--- src/rtl/irq_prio_pkg.sv ---
package irq_prio_pkg;

  typedef enum logic [1:0] {
    PM_FIXED    = 2'd0,
    PM_ROTATE   = 2'd1,
    PM_SPECIFIC = 2'd2,
    PM_POLL     = 2'd3
  } prio_mode_e;

  typedef enum logic [2:0] {
    OP_SETUP  = 3'd0,
    OP_MODE   = 3'd1,
    OP_EOI    = 3'd2,
    OP_LOWEST = 3'd3,
    OP_RDSEL  = 3'd4
  } cmd_op_e;

  typedef enum logic [1:0] {
    SQ_IDLE    = 2'd0,
    SQ_BASE_HI = 2'd1,
    SQ_BASE_LO = 2'd2
  } load_seq_e;

endpackage

--- src/rtl/irq_prio_resolver.sv ---
module irq_prio_resolver #(
  parameter int NLVL = 8
) (
  input  logic [NLVL-1:0]         vec,
  input  logic [$clog2(NLVL)-1:0] lowest,
  output logic                    hit,
  output logic [$clog2(NLVL)-1:0] level
);
  localparam int LVL_W = $clog2(NLVL);

  logic             found;
  logic [LVL_W-1:0] cand;

  // Scan starts just above the lowest level and wraps round.
  always_comb begin
    found = 1'b0;
    level = '0;
    cand  = '0;
    for (int k = 0; k < NLVL; k++) begin
      cand = lowest + LVL_W'(k + 1);
      if (!found && vec[cand]) begin
        found = 1'b1;
        level = cand;
      end
    end
    hit = found;
  end

endmodule

--- src/rtl/irq_vector_gen.sv ---
module irq_vector_gen #(
  parameter int NLVL   = 8,
  parameter int ADDR_W = 16
) (
  input  logic                    clk,
  input  logic                    rst_n,
  input  logic                    fire,
  input  logic [$clog2(NLVL)-1:0] level,
  input  logic [ADDR_W-1:0]       base,
  input  logic                    wide,
  output logic                    valid,
  output logic [ADDR_W-1:0]       addr
);
  localparam int LVL_W = $clog2(NLVL);
  localparam int NARROW_SH = 2;
  localparam int WIDE_SH   = 3;

  function automatic logic [ADDR_W-1:0] slot_addr(
    input logic [ADDR_W-1:0] b,
    input logic [LVL_W-1:0]  lv,
    input logic              w
  );
    logic [ADDR_W-1:0] span_mask;
    logic [ADDR_W-1:0] offs;
    span_mask = w ? ADDR_W'((NLVL << WIDE_SH) - 1) : ADDR_W'((NLVL << NARROW_SH) - 1);
    offs      = w ? (ADDR_W'(lv) << WIDE_SH) : (ADDR_W'(lv) << NARROW_SH);
    return (b & ~span_mask) | offs;
  endfunction

  always_ff @(posedge clk) begin
    if (!rst_n) begin
      valid <= 1'b0;
      addr  <= '0;
    end else begin
      valid <= fire;
      if (fire) addr <= slot_addr(base, level, wide);
    end
  end

endmodule

--- src/rtl/irq_reg_if.sv ---
module irq_reg_if
  import irq_prio_pkg::*;
#(
  parameter int NLVL = 8
) (
  input  logic                    clk,
  input  logic                    rst_n,
  input  logic                    bus_a0,
  input  logic                    bus_wr,
  input  logic                    bus_rd,
  input  logic [NLVL-1:0]         bus_wdata,
  output logic [NLVL-1:0]         bus_rdata,
  input  logic [NLVL-1:0]         irr,
  input  logic [NLVL-1:0]         isr,
  input  logic                    poll_hit,
  input  logic [$clog2(NLVL)-1:0] poll_level,
  input  logic                    serv_hit,
  input  logic [$clog2(NLVL)-1:0] serv_level,
  output logic [NLVL-1:0]         mask,
  output prio_mode_e              mode,
  output logic [$clog2(NLVL)-1:0] lowest,
  output logic [2*NLVL-1:0]       base,
  output logic                    wide,
  output logic                    eoi_pulse,
  output logic                    poll_take
);
  localparam int LVL_W  = $clog2(NLVL);
  localparam int ADDR_W = 2 * NLVL;

  load_seq_e seq;
  logic      rd_isr;
  logic      wr_cmd;
  logic      wr_data;
  cmd_op_e   op;

  assign wr_cmd  = bus_wr && !bus_a0;
  assign wr_data = bus_wr && bus_a0;
  assign op      = cmd_op_e'(bus_wdata[NLVL-1 -: 3]);

  assign eoi_pulse = wr_cmd && (op == OP_EOI);
  assign poll_take = bus_rd && !bus_a0 && (mode == PM_POLL) && poll_hit;

  always_ff @(posedge clk) begin
    if (!rst_n) begin
      mask   <= '1;
      mode   <= PM_FIXED;
      lowest <= '1;
      base   <= '0;
      wide   <= 1'b0;
      seq    <= SQ_IDLE;
      rd_isr <= 1'b0;
    end else begin
      if (wr_cmd) begin
        case (op)
          OP_SETUP: begin
            wide <= bus_wdata[0];
            seq  <= SQ_BASE_HI;
          end
          OP_MODE:   mode   <= prio_mode_e'(bus_wdata[1:0]);
          OP_LOWEST: lowest <= bus_wdata[LVL_W-1:0];
          OP_RDSEL:  rd_isr <= bus_wdata[0];
          OP_EOI: begin
            if (mode == PM_ROTATE && serv_hit) lowest <= serv_level;
          end
          default: ;
        endcase
      end
      if (wr_data) begin
        case (seq)
          SQ_BASE_HI: begin
            base <= {bus_wdata, base[NLVL-1:0]};
            seq  <= SQ_BASE_LO;
          end
          SQ_BASE_LO: begin
            base <= {base[ADDR_W-1:NLVL], bus_wdata};
            seq  <= SQ_IDLE;
          end
          default: mask <= bus_wdata;
        endcase
      end
    end
  end

  always_comb begin
    bus_rdata = '0;
    if (bus_rd) begin
      if (bus_a0)               bus_rdata = mask;
      else if (mode == PM_POLL) bus_rdata = {poll_hit, {(NLVL-1-LVL_W){1'b0}}, poll_level};
      else if (rd_isr)          bus_rdata = isr;
      else                      bus_rdata = irr;
    end
  end

endmodule

--- src/rtl/irq_prio_ctrl.sv ---
module irq_prio_ctrl
  import irq_prio_pkg::*;
#(
  parameter int NLVL = 8
) (
  input  logic              clk,
  input  logic              rst_n,
  input  logic [NLVL-1:0]   irq_lines,
  input  logic              bus_a0,
  input  logic              bus_wr,
  input  logic              bus_rd,
  input  logic [NLVL-1:0]   bus_wdata,
  output logic [NLVL-1:0]   bus_rdata,
  output logic              cpu_int,
  input  logic              cpu_inta,
  output logic              vec_valid,
  output logic [2*NLVL-1:0] vec_addr
);
  localparam int LVL_W  = $clog2(NLVL);
  localparam int ADDR_W = 2 * NLVL;

  // Distance below the top of the order; 0 is the highest priority.
  function automatic logic [LVL_W-1:0] prio_rank(
    input logic [LVL_W-1:0] lv,
    input logic [LVL_W-1:0] low
  );
    return lv - low - LVL_W'(1);
  endfunction

  function automatic logic [NLVL-1:0] level_bit(input logic [LVL_W-1:0] lv);
    return NLVL'(1) << lv;
  endfunction

  logic [NLVL-1:0]   irr;
  logic [NLVL-1:0]   isr;
  logic [NLVL-1:0]   mask;
  logic [NLVL-1:0]   pend;
  prio_mode_e        mode;
  logic [LVL_W-1:0]  lowest;
  logic [LVL_W-1:0]  eff_lowest;
  logic [ADDR_W-1:0] base;
  logic              wide;
  logic              eoi_pulse;
  logic              poll_take;
  logic              pend_hit;
  logic [LVL_W-1:0]  pend_lvl;
  logic              serv_hit;
  logic [LVL_W-1:0]  serv_lvl;
  logic              poll_hit;
  logic [LVL_W-1:0]  poll_lvl;
  logic              beats_serv;
  logic              ack_take;
  logic [NLVL-1:0]   isr_set;
  logic [NLVL-1:0]   isr_clr;

  assign pend       = irr & ~mask;
  assign eff_lowest = (mode == PM_ROTATE || mode == PM_SPECIFIC) ? lowest : '1;

  irq_prio_resolver #(.NLVL(NLVL)) u_pend (
    .vec(pend), .lowest(eff_lowest), .hit(pend_hit), .level(pend_lvl)
  );

  irq_prio_resolver #(.NLVL(NLVL)) u_serv (
    .vec(isr), .lowest(eff_lowest), .hit(serv_hit), .level(serv_lvl)
  );

  // Polling always uses the fixed order.
  irq_prio_resolver #(.NLVL(NLVL)) u_poll (
    .vec(pend), .lowest({LVL_W{1'b1}}), .hit(poll_hit), .level(poll_lvl)
  );

  assign beats_serv = !serv_hit || (prio_rank(pend_lvl, eff_lowest) < prio_rank(serv_lvl, eff_lowest));
  assign cpu_int    = (mode != PM_POLL) && pend_hit && beats_serv;
  assign ack_take   = cpu_inta && cpu_int;

  assign isr_set = ack_take  ? level_bit(pend_lvl) :
                   poll_take ? level_bit(poll_lvl) : '0;
  assign isr_clr = (eoi_pulse && serv_hit) ? level_bit(serv_lvl) : '0;

  always_ff @(posedge clk) begin
    if (!rst_n) begin
      irr <= '0;
      isr <= '0;
    end else begin
      irr <= irq_lines;
      isr <= (isr & ~isr_clr) | isr_set;
    end
  end

  irq_reg_if #(.NLVL(NLVL)) u_regs (
    .clk(clk), .rst_n(rst_n),
    .bus_a0(bus_a0), .bus_wr(bus_wr), .bus_rd(bus_rd),
    .bus_wdata(bus_wdata), .bus_rdata(bus_rdata),
    .irr(irr), .isr(isr),
    .poll_hit(poll_hit), .poll_level(poll_lvl),
    .serv_hit(serv_hit), .serv_level(serv_lvl),
    .mask(mask), .mode(mode), .lowest(lowest),
    .base(base), .wide(wide),
    .eoi_pulse(eoi_pulse), .poll_take(poll_take)
  );

  irq_vector_gen #(.NLVL(NLVL), .ADDR_W(ADDR_W)) u_vec (
    .clk(clk), .rst_n(rst_n),
    .fire(ack_take), .level(pend_lvl),
    .base(base), .wide(wide),
    .valid(vec_valid), .addr(vec_addr)
  );

endmodule

--- config.mk ---
export PLATFORM = sky130hd
export DESIGN_NAME = irq_prio_ctrl
export DESIGN_NICKNAME = d
export VERILOG_FILES = /design/src/rtl/irq_prio_pkg.sv /design/src/rtl/irq_prio_resolver.sv /design/src/rtl/irq_vector_gen.sv /design/src/rtl/irq_reg_if.sv /design/src/rtl/irq_prio_ctrl.sv
export SDC_FILE = /design/constraint.sdc
export NUM_CORES = 1
export LEC_CHECK = 0
export ABC_AREA = 1
export BUFFER_PORTS_ARGS = -buffer_cell sky130_fd_sc_hd__buf_2
export CAP_MARGIN = 20
export CORE_AREA = 2 2 119 121
export CTS_CLUSTER_SIZE = 25
export DETAILED_ROUTE_END_ITERATION = 10
export DIE_AREA = 0 0 121 123
export PLACE_DENSITY = 0.51
export SLEW_MARGIN = 10
export SYNTH_ARGS = -nofsm -noshare
export SYNTH_HDL_FRONTEND = slang
export SYNTH_SLANG_ARGS = --single-unit
--- constraint.sdc ---
create_clock -name clk -period 5.8 [get_ports clk]
set_clock_uncertainty 0.1 [all_clocks]
set_input_delay 0.58 -clock clk [delete_from_list [all_inputs] [get_ports clk]]
set_output_delay 0.58 -clock clk [all_outputs]
set_load 0.005 [all_outputs]
# --- After elaboration in Yosys (flattened, before gate mapping) ---
# Index checks and enable logic that the tools add are counted.
classes:
  add_sub_neg: 11
  n_lt_le_gt_ge: 9
  n_eq_ne: 11
  shift: 3
  muxes: 96
  bitwise_logic: 11
  reduce_logical: 67
op_table:
  columns: ["operator", "count"]
  rows:
  - ["2-to-1 mux 3 bit", 22]
  - ["2-to-1 mux 8 bit", 7]
  - ["binary-select mux 1 bit (select 3 bit)", 16]
  - ["2-to-1 mux 1 bit", 41]
  - ["logical AND 1 bit", 32]
  - ["< comparator 3 x 4 -> 1 bit, second input constant", 8]
  - ["case mux 16 bit (2 select lines)", 1]
  - ["<< shifter 1 x 3 -> 8 bit, first input constant", 3]
  - ["zero test 1 bit", 23]
  - ["bitwise AND 16 bit", 1]
  - ["bitwise AND 8 bit", 2]
  - ["NOT 16 bit", 1]
  - ["NOT 8 bit", 2]
  - ["bitwise OR 16 bit", 1]
  - ["adder 3 bit, second input constant", 4]
  - ["2-to-1 mux 6 bit", 2]
  - ["2-to-1 mux 2 bit", 5]
  - ["AND reduction 3 bit", 3]
  - ["bitwise OR 8 bit", 1]
  - ["AND reduction 2 bit", 4]
  - ["adder 3 x 2 -> 3 bit, second input constant", 2]
  - ["equality test 2 bit, second input constant", 3]
  - ["equality test 3 x 2 -> 1 bit, second input constant", 2]
  - ["case mux 3 bit (2 select lines)", 1]
  - ["other kinds (14)", 21]
word_totals:
  register_bits: 66
  out_inout_bits: 26
  wordCells: 220

# --- Logic depth before layout (Yosys ltp) ---
logic_depth:
  word_depth: 36
  mapped_depth: 37
  ltp_nobuf: 34

# --- Modules after synthesis ---
# A second synthesis with hierarchy kept.
hier_totals:
  hier_cells: 936
  hier_area_um2: 5770.5
by_module_without_submodules:
  columns: ["mod", "n_inst", "cells_per_inst", "area_each_um2", "seq_area_each_um2"]
  rows:
  - ["irq_prio_resolver", 3, 142, 763.2, 0.0]
  - ["irq_reg_if", 1, 255, 1731.7, 660.6]
  - ["irq_prio_ctrl", 1, 175, 1139.8, 320.3]
  - ["irq_vector_gen", 1, 80, 609.3, 300.3]

# --- Worst setup path after synthesis ---
# OpenSTA, ideal clock, no wires.
synth_timing:
  path_kind: "register -> output"
  from: "reg u_regs.mode[1]"
  to: "out cpu_int"
  t_arrival_ns: 4.286
  t_required_ns: 5.120
  path_slack_ns: 0.834
  path_stages_with_launch: 31
  path_buffers: 3
  path_cell_list: "dfxtp_1 > inv_1 > ha_1 > nor2_2 > buf_6 > inv_2 > buf_4 > ha_1 > clkbuf_1 > inv_1 > nand3_1 > nand2_1 > nand2_1 > nand2_2 > nand3_2 > nor2_4 > nand2_4 > nor3_1 > nand3_1 > nand2_1 > xor2_1 > inv_1 > ha_1 > o21bai_1 > xor2_1 > ha_1 > a21oi_1 > nand2_1 > nand2_2 > nand2_1 > inv_1"
synth_via:
  elab_chain_cells: 33
  elab_cells_between_ends: 113
synth_rtl:
  columns: ["element", "line_no", "text"]
  rows:
  - ["start: declaration", "irq_reg_if.sv:20", "output prio_mode_e mode,"]
  - ["start signal: assignment", "irq_reg_if.sv:59", "OP_MODE: mode <= prio_mode_e'(bus_wdata[1:0]);"]
  - ["equality test 2 x 1 -> 1 bit / equality test 2 bit (equally long branches)", "irq_prio_ctrl.sv:57", "assign eff_lowest = (mode == PM_ROTATE || mode == PM_SPECIFIC) ? lowest : '1;"]
  - ["logical OR 1 bit", "irq_prio_ctrl.sv:57", null]
  - ["2-to-1 mux 3 bit", "irq_prio_ctrl.sv:57", null]
  - ["adder 3 x 1 -> 3 bit", "irq_prio_resolver.sv:20", "cand = lowest + LVL_W'(k + 1);"]
  - ["binary-select mux 1 bit (select 3 bit)", "irq_prio_resolver.sv:21", "if (!found && vec[cand]) begin"]
  - ["2-to-1 mux 1 bit (not written as such)", "irq_prio_resolver.sv:21", null]
  - ["2-to-1 mux 1 bit", "irq_prio_resolver.sv:21", null]
  - ["zero test 1 bit", "irq_prio_resolver.sv:21", null]
  - ["[17 not listed]", null, null]
  - ["zero test 1 bit", "irq_prio_resolver.sv:21", null]
  - ["logical AND 1 bit", "irq_prio_resolver.sv:21", null]
  - ["2-to-1 mux 3 bit", "irq_prio_resolver.sv:21", null]
  - ["subtractor 3 bit", "irq_prio_ctrl.sv:27", "return lv - low - LVL_W'(1);"]
  - ["subtractor 3 x 1 -> 3 bit", "irq_prio_ctrl.sv:27", null]
  - ["< comparator 3 bit", "irq_prio_ctrl.sv:72", "assign beats_serv = !serv_hit || (prio_rank(pend_lvl, eff_lowest) < prio_rank(serv_lvl, eff_lowest));"]
  - ["logical OR 1 bit", "irq_prio_ctrl.sv:72", null]
  - ["logical AND 1 bit *", "irq_prio_ctrl.sv:73", "assign cpu_int = (mode != PM_POLL) && pend_hit && beats_serv;"]
  - ["end: declaration", "irq_prio_ctrl.sv:14", "output logic cpu_int,"]
# Mark *: on every way between the ends. The rest lies on a longest branch, timed or not. The select of a mux whose other input is x is not followed.

# --- Worst setup path after layout ---
# Ends and elaborated chain as after synthesis.

==> run metrics <==
status finished, final reports clean; Tot GR Track Use 0.209; CTS max path bufs 2; Final Max Slew Viols 0; Critical Path Max Stage Delay 0.45 ns; drt wl/cell 14.8 microns; Ys Warns 0; antenna violation net count after detailed routing 0; fraction of layout cells with a size suffix above 1 0.127; Worst Tran Pin Value 0.963 ns; H-Tree Depth 3; Peak VDD IR 0.197 mV; CP endpoint kind output port; diode count 0; cts bufs inserted 9; Seq/Total Area, Yosys 0.253; Vias 5219; Yosys reg bits 59; Period Utilization, post-route 0.937; die width 121 microns; Area Overhead vs Synth 15.0%; Leakage 2.75 nW; WP buf/inv 6; Netlist cell types 40; first-pass GRT wire length 24.4 mm; Slew HR 0.355; Synth Instances 801; PortBufs 45; core area 13600 sq um; Hold-fix buffers, CTS 0; Initial DRC Count 405; Maximum Capacitance Violations 0; Site Rows 43; hold crit path type in -> reg; CP dominant cell by count nand2_1; DP HPWL 12.1 mm; Clock Tree Root clkbuf_16; most frequent cells in the layout nand2_1 (281), inv_1 (89), nand3_1 (79); CTS tree built; IO Pins 48; vias in the first global route 4831; startpoint types register; via density per instance 5.10; final RePlAce weighted congestion 0.921; first-pass detailed-route iteration total 5; crit path kind reg -> out; Setup TNS 0 ns; Avg Cell Area, Syn 5.83 sq um; # setup viols final 0; Vert. Die Dim 123 microns; Critical R2R Launch u_regs.mode[1]$_SDFFE_PN0P_; Hold Vio Cnt, Final 0; DRC 0; die footprint 14900 sq um; initial antenna violation count 0; GRT overflow 0; worst-path fanout max 28; total clock sinks 59; largest net degree at the start of global routing 43; initial core utilization 0.343; Hold WS 0.331 ns; Yosys top cell by area dfxtp_1; Power Total 1.20 mW; Worst Path Required 5.12 ns; Final Critical Period 5.43 ns; HP Start irq_lines[4]; Post-Syn Area 4670 sq um; ranking of synthesized cells by area dfxtp_1 (25%), nand2_1 (23%), nand3_1 (8.5%); P per Cell Area 224 nW/um^2; critical path arrival 4.75 ns; most common cell after layout, fill and taps aside nand2_1; Crit path max-delay family simple AND/OR/NAND/NOR gates; Crit-path slowest cell ha_1; Post-layout nets 874; top cell type's share of synthesized area 0.253; CTS clock-pin slew for the worst setup and hold paths 0.05 ns; final WL 15.2 mm; Fmax achieved 0.184 GHz; worst setup path start u_regs.mode[1]$_SDFFE_PN0P_; Skew-Pair Late Insertion Delay 0.33 ns
-- worst register-to-register path: cells and delay by family, from the launching register on --
family | cells | cell delay [ns]
XOR/XNOR | 2 | 0.33
adder cells (fa/ha/maj) | 4 | 1.19
AO/OA/AOI/OAI | 4 | 0.54
AND/OR/NAND/NOR | 14 | 1.90
buffers and inverters | 5 | 0.66
flip-flops | 1 | 0.33
-- report_power, final --
group | internal [mW] | switching [mW] | total, mW
clock | 0.334 | 0.192 | 0.526
sequential | 0.420 | 0.0106 | 0.431
combinational | 0.0754 | 0.168 | 0.244
-- kinds of logic after synthesis --
logic type,Yosys count,synth area share
AOI/OAI and AO/OA,108,0.123
xor gates and xnor gates,6,0.0145
adders and majority gates,13,0.0349
buffers and inverters,123,0.111
DFF,59,0.253
other,1,0.000804
and+or+nand+nor,491,0.463
-- repair_timing --
item                       4_1_cts  5_1_grt
gates resized for setup          0        7
buffers inserted                 0        0
setup endpoints to repair        0       23
-- layout make-up --
cell class,instances,area [sq um]
flip-flops and latches,59,1180
inverters,98,370
clock inverters,7,76.3
fillers,1499,8240
clock buffers,9,225
repair buffers,51,270
multi-input cells,620,3020
well taps,180,225
-- synthesized netlist by cell type (all sizes together) --
master	instances
nand3	84
nor2	78
xnor2	2
o21bai	1
nand2	296
nand4	25
inv	93
nor4	1
xor2	4
a211oi	2
dfxtp	59
nor3	5
conb	1
clkbuf	11
and2	1
o221ai	3
o21ai	32
nand3b	1
a21oi	66
o211ai	3
buf	14
ha	13
clkinv	5
o21a	1
-- metrics by stage --
step           instances   util  worst slack (ns)  area, sq um
6_report            1024  0.394             0.368         5370
5_1_grt             1024  0.394         -0.000952         5370
4_1_cts             1024  0.391          0.000990         5320
3_5_place_dp        1008  0.369             0.339         5020
3_3_place_gp        1008  0.369             0.511         5020
2_1_floorplan        802      -             0.834         4670
-- layer usage --
layer / GRT usage / part of all wire
met1: 0.286 / 0.48
met2: 0.329 / 0.44
met3: 0.0434 / 0.056
met4: 0.0705 / 0.020
met5: 0 / 0
-- worst paths after layout --
check / endpoint / slack [ns] / depth (start not counted)
worst max-delay path: cpu_int / 0.37 / 28
worst max register to register: u_vec.addr[5]$_SDFFE_PN0N_ / 0.67 / 29
worst min-delay path: irr[4]$_SDFF_PN0_ / 0.33 / 3
worst min register to register: u_vec.addr[9]$_SDFFE_PN0N_ / 0.37 / 2
-- sequential cells by signal (all words and copies together), names as in the netlist --
name	count
u_regs.seq	2
u_regs.mode	2
isr	8
u_regs.base	11
u_regs.lowest	3
u_regs.mask	8
u_regs.rd_isr	1
u_regs.wide	1
u_vec.valid	1
u_vec.addr	14
irr	8
(Power assumes the default switching activity.)
